<file path="src/rtl/sbs_pkg.sv">
package sbs_pkg;

    localparam int CNT_W = 6;

    typedef enum logic [1:0] {
        WAIT_OFF    = 2'd0,
        WAIT_RSVD   = 2'd1,
        WAIT_FREEZE = 2'd2,
        WAIT_READY  = 2'd3
    } wait_mode_e;

    typedef enum logic [2:0] {
        PH_IDLE,
        PH_SETUP,
        PH_PULSE,
        PH_HOLD,
        PH_DONE
    } phase_e;

    typedef struct packed {
        logic [CNT_W-1:0] setup;
        logic [CNT_W-1:0] pulse;
        logic [CNT_W-1:0] hold;
    } timing_t;

    typedef struct packed {
        logic rd_by_strobe;
        logic wr_by_strobe;
    } strobe_sel_t;

    function automatic logic wait_used(input wait_mode_e m);
        return (m == WAIT_FREEZE) || (m == WAIT_READY);
    endfunction

    function automatic logic [CNT_W-1:0] eff_pulse(input logic [CNT_W-1:0] p);
        return (p == '0) ? CNT_W'(1) : p;
    endfunction

    function automatic logic [CNT_W-1:0] eff_hold(input logic [CNT_W-1:0] h,
                                                   input logic used);
        return (used && h == '0) ? CNT_W'(1) : h;
    endfunction

endpackage

</file>
<file path="src/rtl/sbs_wait_sync.sv">
module sbs_wait_sync #(
    parameter int STAGES = 2
) (
    input  logic clk,
    input  logic rst,
    input  logic din,
    output logic dout
);
    logic [STAGES-1:0] chain;

    generate
        if (STAGES == 1) begin : g_one
            always_ff @(posedge clk) begin
                if (rst) chain <= '1;
                else     chain <= din;
            end
        end else begin : g_many
            always_ff @(posedge clk) begin
                if (rst) chain <= '1;
                else     chain <= {chain[STAGES-2:0], din};
            end
        end
    endgenerate

    assign dout = chain[STAGES-1];
endmodule

</file>
<file path="src/rtl/sbs_phase_ctrl.sv">
module sbs_phase_ctrl
    import sbs_pkg::*;
(
    input  logic       clk,
    input  logic       rst,
    input  logic       start,
    input  timing_t    tim_in,
    input  wait_mode_e wmode_in,
    input  logic       wait_ok,
    output phase_e     phase,
    output logic       leave_pulse
);
    timing_t          tim_q;
    wait_mode_e       wm_q;
    logic [CNT_W-1:0] cnt, cnt_nx, plen, hlen;
    phase_e           phase_nx;
    logic             freeze, stall, p_end;

    always_comb begin
        plen   = eff_pulse(tim_q.pulse);
        hlen   = eff_hold(tim_q.hold, wait_used(wm_q));
        p_end  = (cnt == plen - CNT_W'(1));
        freeze = (phase == PH_PULSE) && (wm_q == WAIT_FREEZE) && !wait_ok;
        stall  = (phase == PH_PULSE) && (wm_q == WAIT_READY) && !wait_ok && p_end;
        leave_pulse = (phase == PH_PULSE) && p_end && !freeze && !stall;
    end

    always_comb begin
        phase_nx = phase;
        cnt_nx   = cnt;
        unique case (phase)
            PH_IDLE: begin
                if (start) begin
                    cnt_nx   = '0;
                    phase_nx = (tim_in.setup != '0) ? PH_SETUP : PH_PULSE;
                end
            end
            PH_SETUP: begin
                if (cnt == tim_q.setup - CNT_W'(1)) begin
                    cnt_nx   = '0;
                    phase_nx = PH_PULSE;
                end else begin
                    cnt_nx = cnt + CNT_W'(1);
                end
            end
            PH_PULSE: begin
                if (leave_pulse) begin
                    cnt_nx   = '0;
                    phase_nx = (hlen != '0) ? PH_HOLD : PH_DONE;
                end else if (!freeze && !stall) begin
                    cnt_nx = cnt + CNT_W'(1);
                end
            end
            PH_HOLD: begin
                if (cnt == hlen - CNT_W'(1)) begin
                    cnt_nx   = '0;
                    phase_nx = PH_DONE;
                end else begin
                    cnt_nx = cnt + CNT_W'(1);
                end
            end
            PH_DONE:  phase_nx = PH_IDLE;
            default:  phase_nx = PH_IDLE;
        endcase
    end

    always_ff @(posedge clk) begin
        if (rst) begin
            phase <= PH_IDLE;
            cnt   <= '0;
            tim_q <= '0;
            wm_q  <= WAIT_OFF;
        end else begin
            phase <= phase_nx;
            cnt   <= cnt_nx;
            if (phase == PH_IDLE && start) begin
                tim_q <= tim_in;
                wm_q  <= wmode_in;
            end
        end
    end

    // a frozen pulse neither advances nor leaves
    assert_freeze_holds_R5: assert property (@(posedge clk) disable iff (rst)
        freeze |=> (phase == PH_PULSE) && (cnt == $past(cnt)));

    // a ready stall keeps the last pulse cycle
    assert_ready_stall_R6: assert property (@(posedge clk) disable iff (rst)
        stall |=> (phase == PH_PULSE));

    // with wait unused the pulse counter always advances
    assert_wait_ignored_R4: assert property (@(posedge clk) disable iff (rst)
        (phase == PH_PULSE && !wait_used(wm_q) && !p_end)
        |=> (cnt == $past(cnt) + CNT_W'(1)));

    // with wait in use the pulse is always followed by hold
    assert_hold_floor_R8: assert property (@(posedge clk) disable iff (rst)
        (leave_pulse && wait_used(wm_q)) |=> (phase == PH_HOLD));

    // the completion state lasts one cycle
    assert_done_single_R10: assert property (@(posedge clk) disable iff (rst)
        (phase == PH_DONE) |=> (phase == PH_IDLE));
endmodule

</file>
<file path="src/rtl/sbs_strobe_gen.sv">
module sbs_strobe_gen
    import sbs_pkg::*;
(
    input  logic        clk,
    input  logic        rst,
    input  phase_e      phase,
    input  logic        is_write,
    input  strobe_sel_t sel,
    output logic        cs_n,
    output logic        rd_n,
    output logic        wr_n,
    output logic        wdata_oe
);
    logic busy, in_pulse, by_strobe, dir_on, cs_on;

    always_comb begin
        busy      = (phase == PH_SETUP) || (phase == PH_PULSE) || (phase == PH_HOLD);
        in_pulse  = (phase == PH_PULSE);
        by_strobe = is_write ? sel.wr_by_strobe : sel.rd_by_strobe;
        dir_on    = by_strobe ? in_pulse : busy;
        cs_on     = by_strobe ? busy : in_pulse;
        cs_n      = !cs_on;
        rd_n      = !(dir_on && !is_write);
        wr_n      = !(dir_on && is_write);
        wdata_oe  = busy && is_write;
    end

    // read and write strobes are never low together
    assert_one_dir_R1: assert property (@(posedge clk) disable iff (rst)
        !(!rd_n && !wr_n));

    // nothing is driven while idle
    assert_idle_quiet_R11: assert property (@(posedge clk) disable iff (rst)
        (phase == PH_IDLE) |-> (cs_n && rd_n && wr_n && !wdata_oe));
endmodule

</file>
<file path="src/rtl/static_bus_seq.sv">
module static_bus_seq
    import sbs_pkg::*;
#(
    parameter int ADDR_W      = 16,
    parameter int DATA_W      = 16,
    parameter int SYNC_STAGES = 2
) (
    input  logic              clk,
    input  logic              rst,
    input  logic              req,
    input  logic              req_write,
    input  logic [ADDR_W-1:0] req_addr,
    input  logic [DATA_W-1:0] req_wdata,
    input  logic [CNT_W-1:0]  cfg_setup,
    input  logic [CNT_W-1:0]  cfg_pulse,
    input  logic [CNT_W-1:0]  cfg_hold,
    input  logic              cfg_rd_by_strobe,
    input  logic              cfg_wr_by_strobe,
    input  logic [1:0]        cfg_wait_mode,
    output logic              ack,
    output logic [DATA_W-1:0] rdata,
    output logic              bus_cs_n,
    output logic              bus_rd_n,
    output logic              bus_wr_n,
    output logic [ADDR_W-1:0] bus_addr,
    output logic [DATA_W-1:0] bus_wdata,
    output logic              bus_wdata_oe,
    input  logic [DATA_W-1:0] bus_rdata,
    input  logic              bus_wait_n
);
    phase_e      phase;
    logic        accept, leave_pulse, wait_ok, write_q;
    timing_t     tim_in;
    strobe_sel_t sel_q;

    assign tim_in = '{setup: cfg_setup, pulse: cfg_pulse, hold: cfg_hold};
    assign accept = req && (phase == PH_IDLE);

    sbs_wait_sync #(.STAGES(SYNC_STAGES)) u_sync (
        .clk  (clk),
        .rst  (rst),
        .din  (bus_wait_n),
        .dout (wait_ok)
    );

    sbs_phase_ctrl u_phase (
        .clk         (clk),
        .rst         (rst),
        .start       (accept),
        .tim_in      (tim_in),
        .wmode_in    (wait_mode_e'(cfg_wait_mode)),
        .wait_ok     (wait_ok),
        .phase       (phase),
        .leave_pulse (leave_pulse)
    );

    sbs_strobe_gen u_strobe (
        .clk      (clk),
        .rst      (rst),
        .phase    (phase),
        .is_write (write_q),
        .sel      (sel_q),
        .cs_n     (bus_cs_n),
        .rd_n     (bus_rd_n),
        .wr_n     (bus_wr_n),
        .wdata_oe (bus_wdata_oe)
    );

    always_ff @(posedge clk) begin
        if (rst) begin
            write_q   <= 1'b0;
            sel_q     <= '0;
            bus_addr  <= '0;
            bus_wdata <= '0;
            rdata     <= '0;
        end else begin
            if (accept) begin
                write_q   <= req_write;
                sel_q     <= '{rd_by_strobe: cfg_rd_by_strobe,
                              wr_by_strobe: cfg_wr_by_strobe};
                bus_addr  <= req_addr;
                bus_wdata <= req_wdata;
            end
            if (leave_pulse && !write_q)
                rdata <= bus_rdata;
        end
    end

    assign ack = (phase == PH_DONE);

    // acknowledge never lasts two cycles
    assert_ack_pulse_R10: assert property (@(posedge clk) disable iff (rst)
        ack |=> !ack);

    // address is steady from one access cycle to the next
    assert_addr_steady_R12: assert property (@(posedge clk) disable iff (rst)
        (phase != PH_IDLE && phase != PH_DONE && $past(phase) != PH_IDLE)
        |-> $stable(bus_addr));

    // read data only changes when the pulse ends
    assert_rdata_capture_R9: assert property (@(posedge clk) disable iff (rst)
        !$past(leave_pulse) |-> $stable(rdata));
endmodule

</file>
<file path="config.mk">
export PLATFORM = sky130hd
export DESIGN_NAME = static_bus_seq
export DESIGN_NICKNAME = d
export VERILOG_FILES = /design/src/rtl/sbs_pkg.sv /design/src/rtl/sbs_wait_sync.sv /design/src/rtl/sbs_phase_ctrl.sv /design/src/rtl/sbs_strobe_gen.sv /design/src/rtl/static_bus_seq.sv
export SDC_FILE = /design/constraint.sdc
export NUM_CORES = 1
export LEC_CHECK = 0
export ABC_AREA = 1
export BUFFER_PORTS_ARGS = -buffer_cell sky130_fd_sc_hd__buf_2
export CAP_MARGIN = 10
export CELL_PAD_IN_SITES_DETAIL_PLACEMENT = 1
export CELL_PAD_IN_SITES_GLOBAL_PLACEMENT = 1
export CORE_UTILIZATION = 30
export CTS_CLUSTER_DIAMETER = 30
export DETAILED_ROUTE_END_ITERATION = 10
export HOLD_SLACK_MARGIN = 0.03
export MAX_ROUTING_LAYER = met4
export PLACE_DENSITY = 0.82
export RECOVER_POWER = 50
export SLEW_MARGIN = 20
export SYNTH_ARGS = -nofsm -noshare
export SYNTH_HDL_FRONTEND = slang
export SYNTH_SLANG_ARGS = --single-unit
</file>
<file path="constraint.sdc">
create_clock -name clk -period 3.02 [get_ports clk]
set_input_delay 0.151 -clock clk [delete_from_list [all_inputs] [get_ports clk]]
set_output_delay 0.151 -clock clk [all_outputs]
set_load 0.005 [all_outputs]
</file>
==> results of run 1 <==
[Yosys cell counts (all sizes together)]
library cell / number / area [µm²]
nand2: 129 / 484
ha: 4 / 50.1
xnor2: 4 / 35.0
buf: 9 / 61.3
or2: 3 / 18.8
nand3b: 1 / 7.51
nand3: 70 / 355
nor2: 67 / 299
inv: 50 / 190
dfxtp: 82 / 1640
clkbuf: 19 / 71.3
o21ai: 40 / 200
a21oi: 67 / 335
xnor3: 1 / 22.5
o221ai: 1 / 8.76
nor3: 4 / 31.3
xor2: 4 / 35.0
clkinv: 1 / 3.75
nand4: 5 / 37.5
[path summary, 6_finish.rpt]
path | slack (ns) | startpoint | to | cells past startpoint
worst max-delay path | 0.47 | u_phase.tim_q[3] | u_phase.cnt[2] | 17
worst min-delay path | 0.04 | bus_rdata[11] | rdata[11] | 3
worst max register to register | 0.47 | u_phase.tim_q[3] | u_phase.cnt[2] | 17
worst min register to register | 0.42 | u_sync.chain[0] | u_sync.chain[1] | 1
[state kept, by name, summed over array words and instances (netlist names)]
signal	flops
write_q	1
bus_wdata	16
bus_addr	16
u_phase.cnt	6
rdata	16
sel_q	2
u_phase.tim_q	18
u_phase.wm_q	2
u_sync.chain	2
u_phase.phase	3
[power groups by stage]
stage | clock network, mW | registers (mW) | logic [mW]
3_3_place_gp | 0 | 1.52 | 1.69
4_1_cts | 1.20 | 1.51 | 1.81
5_1_grt | 1.25 | 1.55 | 2.02
6_report | 1.17 | 1.52 | 1.77
3_5_place_dp | 0 | 1.53 | 1.79
2_1_floorplan | 0 | 1.48 | 1.24
[layout make-up]
cell class                      count  area share [%]
Timing Repair Buffer              140            14.2
Tap cell                          172            4.31
Multi-Input combinational cell    400            38.5
Sequential cell                    82            32.9
Inverter                           51            3.89
Clock inverter                      4            1.53
Clock buffer                       11            4.66
[metal layers]
metal / wire [µm] / global-route usage [%] / vias to the layer above
met4: 242 / 6.67 / 0
met3: 515 / 4.86 / 17
met2: 6670 / 35.4 / 84
li1: - / - / 2059
met1: 5350 / 22.7 / 2038
met5: 0 / - / -
[tightest hold or removal path: cells and delay by family]
kind                   cells  cell delay [ns]
and+or+nand+nor            2             0.11
buffers and inverters      1             0.09
[cells by family after synthesis]
group / Yosys count / share of synthesized area [%]
AO/OA/AOI/OAI: 108 / 14.0
XOR/XNOR: 9 / 2.38
adder cells (fa/ha/maj): 4 / 1.29
buffers and inverters: 79 / 8.40
flip-flops: 82 / 42.2
AND/OR/NAND/NOR: 279 / 31.7
[repair_timing]
action	CTS	global route
buffers inserted	0	1
endpoints found under the hold margin	6	0
hold buffers	6	0
setup endpoints to repair	0	3
==> impl_results.md, run 1 <==
- Status: finished, final reports clean
- Final Cycle Share: 84.4%
- Pins Over Slew Limit: 0
- Register area: 0.00164 mm²
- Clk buf depth: 2
- Post-route setup slack: 0.472 ns
- Std cell rows: 41
- Worst-Margin Slew: 0.823 ns
- CTS tree: built
- CP Buf/Inv Count: 2
- CTS sink cnt: 82
- Final hold viol count: 0
- Slowest cell on crit path: dfxtp_1
- Sequential area share after synthesis: 42.2%
- All-Layer GR Usage: 20.3%
- Overall power: 4.47 mW
- Crit. End Element: register
- Place WS: 0.287 ns
- Sw Ratio: 40.7%
- Setup TNS: 0 ns
- Post-layout min period: 2.55 ns
- Residual DRC: 0
- Full die area: 0.0134 mm²
- Multi-input logic area: 0.00192 mm²
- Count of cell types in the netlist: 29
- Vias per cell: 4.88
- Final Cell Area: 0.00499 mm²
- Clock transition at path regs: 0.06 ns
- Slew HR: 44.9%
- Routability cong.: 0.856
- DRT antenna net count: 0
- H-tree Lvls: 3
- Max cap viols: 0
- Initial Util: 30.8%
- Critical path fanouts, max: 6
- Critical Path Most Common Cell: nand2_1
- Clock latency on the worst-skew pair: 0.34 ns
- Layout cells sized above 1: 20.1%
- Max incr delay on CP: 0.34 ns
- Pwr/cell area: 895 mW/mm²
- Syn Nets: 640
- Initial antenna violation count: 0
- First-pass GRT wire length: 20500 µm
- I/O Pins: 128
- Critical path, cell by cell: nor2_1, nand3_1, nand2_1, inv_1, ha_1, inv_1, nand2_1, nand3_1, nand3_1, nor2_1, nand2_1, nor2_1, nand2_1, nand2_1, nand2_1, nand2_1, a21oi_1
- Pint: 2.65 mW
- Leakage power: 2.28 nW
- Fin Clk Skew: 0.00728 ns
- Area Overhead vs Synth: 28.3%
- # fillers: 1686
- Crit Path Class: reg -> reg
- Hold WS: 0.0395 ns
- Routed WL: 12800 µm
- Seq cells post-synth: 82
- GRT overflow: 0
- Post-CTS Resized: 0
- Commonest non-fill, non-tap cell in the layout: nand2_1
- Core area: 0.0126 mm²
- Sequential share of power: 34.0%
- Antenna diodes: 0
- Post-Syn Instances: 561
- Setup violators final: 0
- Most frequent cells in the layout: nand2_1 (128), buf_2 (97), dfxtp_1 (82), nand3_1 (69), a21oi_1 (67)
- Clock power share: 26.3%
- Largest net degree at the start of global routing: 43
- Fmax: 392 MHz
- Vias in the first global route: 4273
- Net Sw Power: 1.82 mW
- Synthesized area per cell: 6.93 µm²
- First drt pass iteration count: 4
- Nets: 763
- Critical path startpoint category: register
- Port-buffer cells: 127
- Comb power frac: 39.7%
- Post-Syn Area: 0.00389 mm²
- CP top delay family: simple AND/OR/NAND/NOR gates
- RSZ-0062 raised after global routing: no
- Area after DPL: 0.00466 mm²
- Min-delay worst type: in -> reg
- Post-Layout Cell Count: 860
- Chip Width: 116 µm
- DP HPWL: 9250 µm
- Synth Warn #: 0
- Arr. time, crit path: 2.77 ns
- Finished Core Util: 39.5%
- Initial drt markers: 176
- DR WL/cell: 14.9 µm
- Worst path required time: 3.24 ns
- Peak supply drop: 0.000463 V
- Die Y: 116 µm
- Vias: 4198
- Clock tree root buffer cell: clkbuf_16
- Cts bufs inserted: 9
- Number of instances in the placed design: 838
Power figures use the tool's default switching activity.
==> run 2: changes to the inputs <==
- clock period: 3.02 -> 2.57 ns (I/O delays scaled with it)
==> run 2 against run 1 <==
  * Setup slack worse by 0.33 ns
  * Sequential cell count unchanged
  * Non-clock buffer count up 24
  * Clock power up 10%
  * Critical path depth up 1
  * First-iteration DRC count up 5.1%
  * Count of clock-buffer cells in the layout down 2
==> impl_results.md, run 2 (synthesis results as in run 1) <==
- Layout cells sized above 1: 22.0%
- Vias: 4288
- CTS sink cnt: 82
- Vias in the first global route: 4294
- Most frequent cells in the layout: nand2_1 (126), buf_2 (89), dfxtp_1 (78), nand3_1 (67), a21oi_1 (67)
- I/O Pins: 128
- Initial drt markers: 185
- Overall power: 5.37 mW
- Final Cycle Share: 94.5%
- Clk buf depth: 2
- Antenna diodes: 0
- First drt pass iteration count: 6
- Core area: 0.0126 mm²
- CTS tree: built
- Largest net degree at the start of global routing: 41
- Vias per cell: 4.85
- Cts bufs inserted: 9
- Pwr/cell area: 1020 mW/mm²
- Die Y: 116 µm
- Crit. End Element: register
- Worst-Margin Slew: 0.659 ns
- Status: finished, final reports clean
- Min-delay worst type: in -> reg
- Pins Over Slew Limit: 0
- Clock transition at path regs: 0.06 ns
- Fmax: 412 MHz
- Peak supply drop: 0.000395 V
- Arr. time, crit path: 2.70 ns
- Chip Width: 116 µm
- Crit Path Class: reg -> reg
- R2R Path Start: u_phase.tim_q[11]
- DR WL/cell: 15.1 µm
- Clock tree root buffer cell: clkbuf_16
- R2R setup slack: 0.14 ns
- Leakage power: 2.36 nW
- Clock latency on the worst-skew pair: 0.35 ns
- Routed WL: 13300 µm
- Max FFs per register: 18
- First-pass GRT wire length: 21000 µm
- Critical path startpoint category: register
- Place WS: -0.0213 ns
- Hold EP: bus_wdata[15]
- Std cell rows: 41
- Post-layout min period: 2.43 ns
- Worst Hold Launch: req_wdata[15]
- Initial Util: 30.8%
- Reg2Reg Depth: 18
- Setup violators final: 0
- Post-route setup slack: 0.141 ns
- Largest Register: u_phase.tim_q
- Port-buffer cells: 127
- Critical path fanouts, max: 6
- Full die area: 0.0134 mm²
- Residual DRC: 0
- Commonest non-fill, non-tap cell in the layout: nand2_1
- Hold Crit Depth: 3
- Max cap viols: 0
- Final hold viol count: 0
- GRT overflow: 0
- DP HPWL: 9440 µm
- Initial antenna violation count: 0
- Nets: 787
- Reg-to-reg endpoint: rdata[8]
- DRT antenna net count: 0
- Fin Clk Skew: 0.0101 ns
- Area Overhead vs Synth: 34.7%
- Slew HR: 56.1%
- H-tree Lvls: 3
- Worst path required time: 2.84 ns
- Routability cong.: 0.875
- RSZ-0062 raised after global routing: no
- All-Layer GR Usage: 20.8%
[run 2: cell count changes in the layout (fill, tap and decap cells not counted), sizes merged]
cell,previous run,this run
clkinv,1,4
clkinvlp,1,2
buf,103,107
dlygate4sd3,6,16
bufinv,2,1
clkbuf,42,50
[run 2: worst max-delay path: stages (launching register included)]
cell and delay (ns):
dfxtp_4 0.36, nor2_4 0.12, nand3_4 0.10, nand2_2 0.08, inv_1 0.08, ha_4 0.19
inv_1 0.08, nand2_1 0.05, nand3_1 0.09, nand2_1 0.09, nor2_1 0.11, nand2_1 0.07
nor2_2 0.13, nand4_2 0.13, nor2_4 0.22, buf_6 0.15, buf_6 0.12, o21ai_1 0.06
nor2_1 0.15
[run 2: worst max path at each step]
stage,start,to,cells after the start
after floorplan,u_phase.tim_q[8],rdata[10],16
after global routing,u_phase.tim_q[11],rdata[8],16
after CTS,u_phase.tim_q[8],rdata[8],17
final,u_phase.tim_q[11],rdata[8],18
after global placement,u_phase.tim_q[8],rdata[1],15
after detailed placement,u_phase.tim_q[8],rdata[8],17
[run 2: repair_timing]
action                                  CTS  global route
gates resized for setup                   1            25
setup buffers                             2             6
gates cloned                              0             1
pin swaps                                 1             8
hold buffers                             16             0
hold endpoints to repair                 16             0
endpoints found under the setup margin    1            25
[run 2: metrics by stage]
stage,setup TNS (ns),util (%),hold WS (ns),cells,instance area (µm²)
finish,0,41.5,0.0498,885,5240
global route,0,41.5,0.0467,885,5240
CTS,0,41.0,0.0391,878,5170
detailed placement,-0.0213,37.3,0.320,844,4700
global placement,0,37.3,0.323,844,4700
floorplan,0,-,0.232,561,3890
[run 2: final cells by class]
| cell class | count | area (µm²) |
|---|---|---|
| inverters | 51 | 199 |
| clock inverters | 7 | 68.8 |
| repair buffers | 164 | 907 |
| fillers | 1673 | 7380 |
| multi-input cells | 400 | 1970 |
| clock buffers | 9 | 225 |
| flip-flops and latches | 82 | 1650 |
| well taps | 172 | 215 |
[run 2: report_power, final]
part	total (mW)	internal, mW	switching [mW]
registers	1.79	1.54	0.255
logic	2.28	0.860	1.42
clock network	1.29	0.750	0.539
total	5.37	3.15	2.22
[run 2: per-layer routing]
layer / wire [µm] / global-route usage, % / vias to the layer above
met5: 0 / - / -
met4: 249 / 6.41 / 0
met3: 525 / 5.02 / 20
met2: 7110 / 36.7 / 95
met1: 5460 / 22.9 / 2057
li1: - / - / 2116
==> run 3: changes to the inputs <==
- PLACE_DENSITY: 0.82 -> 0.8
- SYNTH_HIERARCHICAL: default -> 1
==> run 3 against run 2 <==
  * Area after synthesis rose by 11%
  * Count of clock-buffer cells in the layout did not move
  * Routed wire length fell by 8.0%
  * Setup slack improved by 0.065 ns
  * Clock power barely moved
  * Die area rose by 10%
  * Power rose by 7.3%
  * Synthesized cell count rose by 16%
  * Largest cell class unchanged
  * Via count rose by 3.6%
  * Critical endpoint is now rdata[0]
  * First-iteration DRC count fell by 20%
==> impl_results.md, run 3 <==
- Leading post-synthesis cells by cell area: dfxtp_1 (38%), nand2_1 (11%), nor2_1 (8.1%), inv_1 (8.0%), nand3_1 (7.9%)
- Worst path required time: 2.80 ns
- Chip Width: 122 µm
- Crit path depth: 19
- Crit Path Class: reg -> reg
- Slew HR: 10.0%
- Initial Util: 30.9%
- Critical path fanouts, max: 7
- Core area: 0.0139 mm²
- Number of instances in the placed design: 937
- CP startpoint: u_phase/tim_q[9]
- Vias in the first global route: 4235
- Max cap viols: 0
- Post-route setup slack: 0.206 ns
- Std cell rows: 43
- Post-synth EDFFs: 0
- Primary FF master, synth: dfxtp_1
- Vias per cell: 4.64
- Overall power: 5.76 mW
- Slowest cell on crit path: dfxtp_1
- R2R Path Start: u_phase/tim_q[9]
- Layout cells sized above 1: 18.3%
- Pint: 3.29 mW
- Finished Core Util: 38.3%
- Leakage power: 2.66 nW
- Final Cycle Share: 92.0%
- Setup violators final: 0
- Initial antenna violation count: 0
- Largest Register: u_phase/tim_q
- Setup crit end: rdata[0]
- Seq cells post-synth: 82
- Max incr delay on CP: 0.36 ns
- Critical path, cell by cell: nor2_4, nand3_2, nand2_1, inv_1, ha_1, inv_1, nand2_1, nand2_1, nor2_2, nand3_1, nor2_1, nand2_1, nor2_2, nand4_2, inv_2, nand2_4, buf_4, o21ai_0, nor2_1
- Die Y: 122 µm
- Net Sw Power: 2.47 mW
- First drt pass iteration count: 4
- Fmax: 423 MHz
- Arr. time, crit path: 2.59 ns
- Fin Clk Skew: 0.0109 ns
- CP Buf/Inv Count: 4
- Post-Syn Instances: 651
- Setup TNS: 0 ns
- Routed WL: 12300 µm
- Critical path startpoint category: register
- Commonest non-fill, non-tap cell in the layout: nand2_1
- Initial drt markers: 148
- DRT antenna net count: 0
- Cts bufs inserted: 9
- DP HPWL: 9050 µm
- Area leader, netlist: dfxtp_1
- Pins Over Slew Limit: 0
- Synth Warn #: 6
- Hold WS: 0.0301 ns
- GRT overflow: 0
- Clk buf depth: 2
- Comb power frac: 46.0%
- Post-Layout Cell Count: 957
- DR WL/cell: 12.8 µm
- Reg-to-reg endpoint: rdata[0]
- Status: finished, final reports clean
- First-pass GRT wire length: 20200 µm
- Post-layout min period: 2.36 ns
- CTS tree: built
- Place WS: 0.0365 ns
- Min-delay worst type: in -> reg
- Max FFs per register: 18
- Nets: 852
- Pwr/cell area: 1080 mW/mm²
- Peak supply drop: 0.000423 V
- Sequential share of power: 31.7%
- Syn Nets: 730
- Post-synth top cells: nand2_1 (128), nor2_1 (93), inv_1 (92)
- Final Cell Area: 0.00534 mm²
- H-tree Lvls: 3
- Clock tree root buffer cell: clkbuf_16
- Clock latency on the worst-skew pair: 0.34 ns
- R2R setup slack: 0.21 ns
- I/O Pins: 128
- CTS sink cnt: 82
- Top-count cell post-synth: nand2_1
- Largest net degree at the start of global routing: 71
- Clock power share: 22.3%
- Vias: 4442
- Sequential area share after synthesis: 38.2%
- Most frequent cells in the layout: nand2_1 (128), nor2_1 (93), inv_1 (90), buf_2 (90), dfxtp_1 (81)
- Reg2Reg Depth: 19
- Count of cell types in the netlist: 31
- Port-buffer cells: 127
- Sw Ratio: 42.9%
- Final hold viol count: 0
- Share of the synthesized area in the top cell type: 38.2%
- Clock transition at path regs: 0.06 ns
- Crit. End Element: register
- Asr flop ratio synth: 0%
- Area Overhead vs Synth: 24.1%
- Residual DRC: 0
- Critical Path Most Common Cell: nand2_1
- Worst-Margin Slew: 1.35 ns
- Routability cong.: 0.813
- All-Layer GR Usage: 17.5%
- Antenna diodes: 0
- Area after DPL: 0.00504 mm²
- CP top delay family: simple AND/OR/NAND/NOR gates
- Synthesized area per cell: 6.61 µm²
- Full die area: 0.0148 mm²
- Post-Syn Area: 0.00430 mm²
run 3: changes by cell type in the layout (fill, tap and decap cells not counted), sizes merged, moves of 3 or more:
| cell | delta |
|---|---|
| inv | +50 |
| nor2 | +32 |
| dlygate4sd3 | -12 |
| buf | -8 |
| nor3 | +7 |
| xor2 | +6 |
| a21oi | -5 |
| xnor2 | -4 |
| nand2 | +3 |
| or2 | -3 |
run 3: power groups by stage:
| stage | Combinational (mW) | Clock [mW] | Sequential [mW] |
|---|---|---|---|
| 5_1_grt | 3.05 | 1.38 | 1.87 |
| 4_1_cts | 2.68 | 1.34 | 1.82 |
| 6_report | 2.65 | 1.28 | 1.83 |
| 2_1_floorplan | 1.99 | 0 | 1.80 |
| 3_5_place_dp | 2.65 | 0 | 1.84 |
| 3_3_place_gp | 2.60 | 0 | 1.83 |
run 3: area by class of cell:
| cell class | count | area, µm² |
|---|---|---|
| fillers | 1867 | 8600 |
| multi-input cells | 439 | 2080 |
| flip-flops and latches | 82 | 1640 |
| repair buffers | 142 | 719 |
| inverters | 99 | 377 |
| clock buffers | 9 | 225 |
| well taps | 180 | 225 |
| clock inverters | 6 | 65.1 |
run 3: cells by family after synthesis:
group | after synthesis | share of synthesized area [%]
DFF | 82 | 38.2
and+or+nand+nor | 324 | 33.2
buffers and inverters | 130 | 13.7
AOI/OAI and AO/OA | 101 | 11.8
adders and majority gates | 4 | 1.16
xor gates and xnor gates | 10 | 2.04
run 3: timing repair:
item / in CTS / in global routing
endpoints found under the hold margin: 3 / 1
hold buffers: 3 / 1
gates resized for setup: 0 / 17
setup endpoints to repair: 0 / 22
setup buffers: 0 / 1
run 3: routing by layer:
layer  wire length (µm)  global-route usage (%)
met1               5780                    22.3
met2               5830                    27.8
met3                568                    4.49
met4                 99                    3.63
met5                  0                       -
run 3: worst min-delay path: stages:
cell and delay, ns:
buf_2 0.08, o21ai_1 0.06, nor2_1 0.07
run 3: how the worst min path moves through the flow:
stage	start	end	slack [ns]	cells past startpoint
after floorplan	rst	u_phase/cnt[1]	0.20	1
after global routing	bus_rdata[14]	rdata[14]	0.03	3
after global placement	bus_wait_n	u_sync/chain[0]	0.30	3
after detailed placement	bus_wait_n	u_sync/chain[0]	0.31	3
final	bus_rdata[14]	rdata[14]	0.03	3
after CTS	bus_rdata[7]	rdata[7]	0.03	3
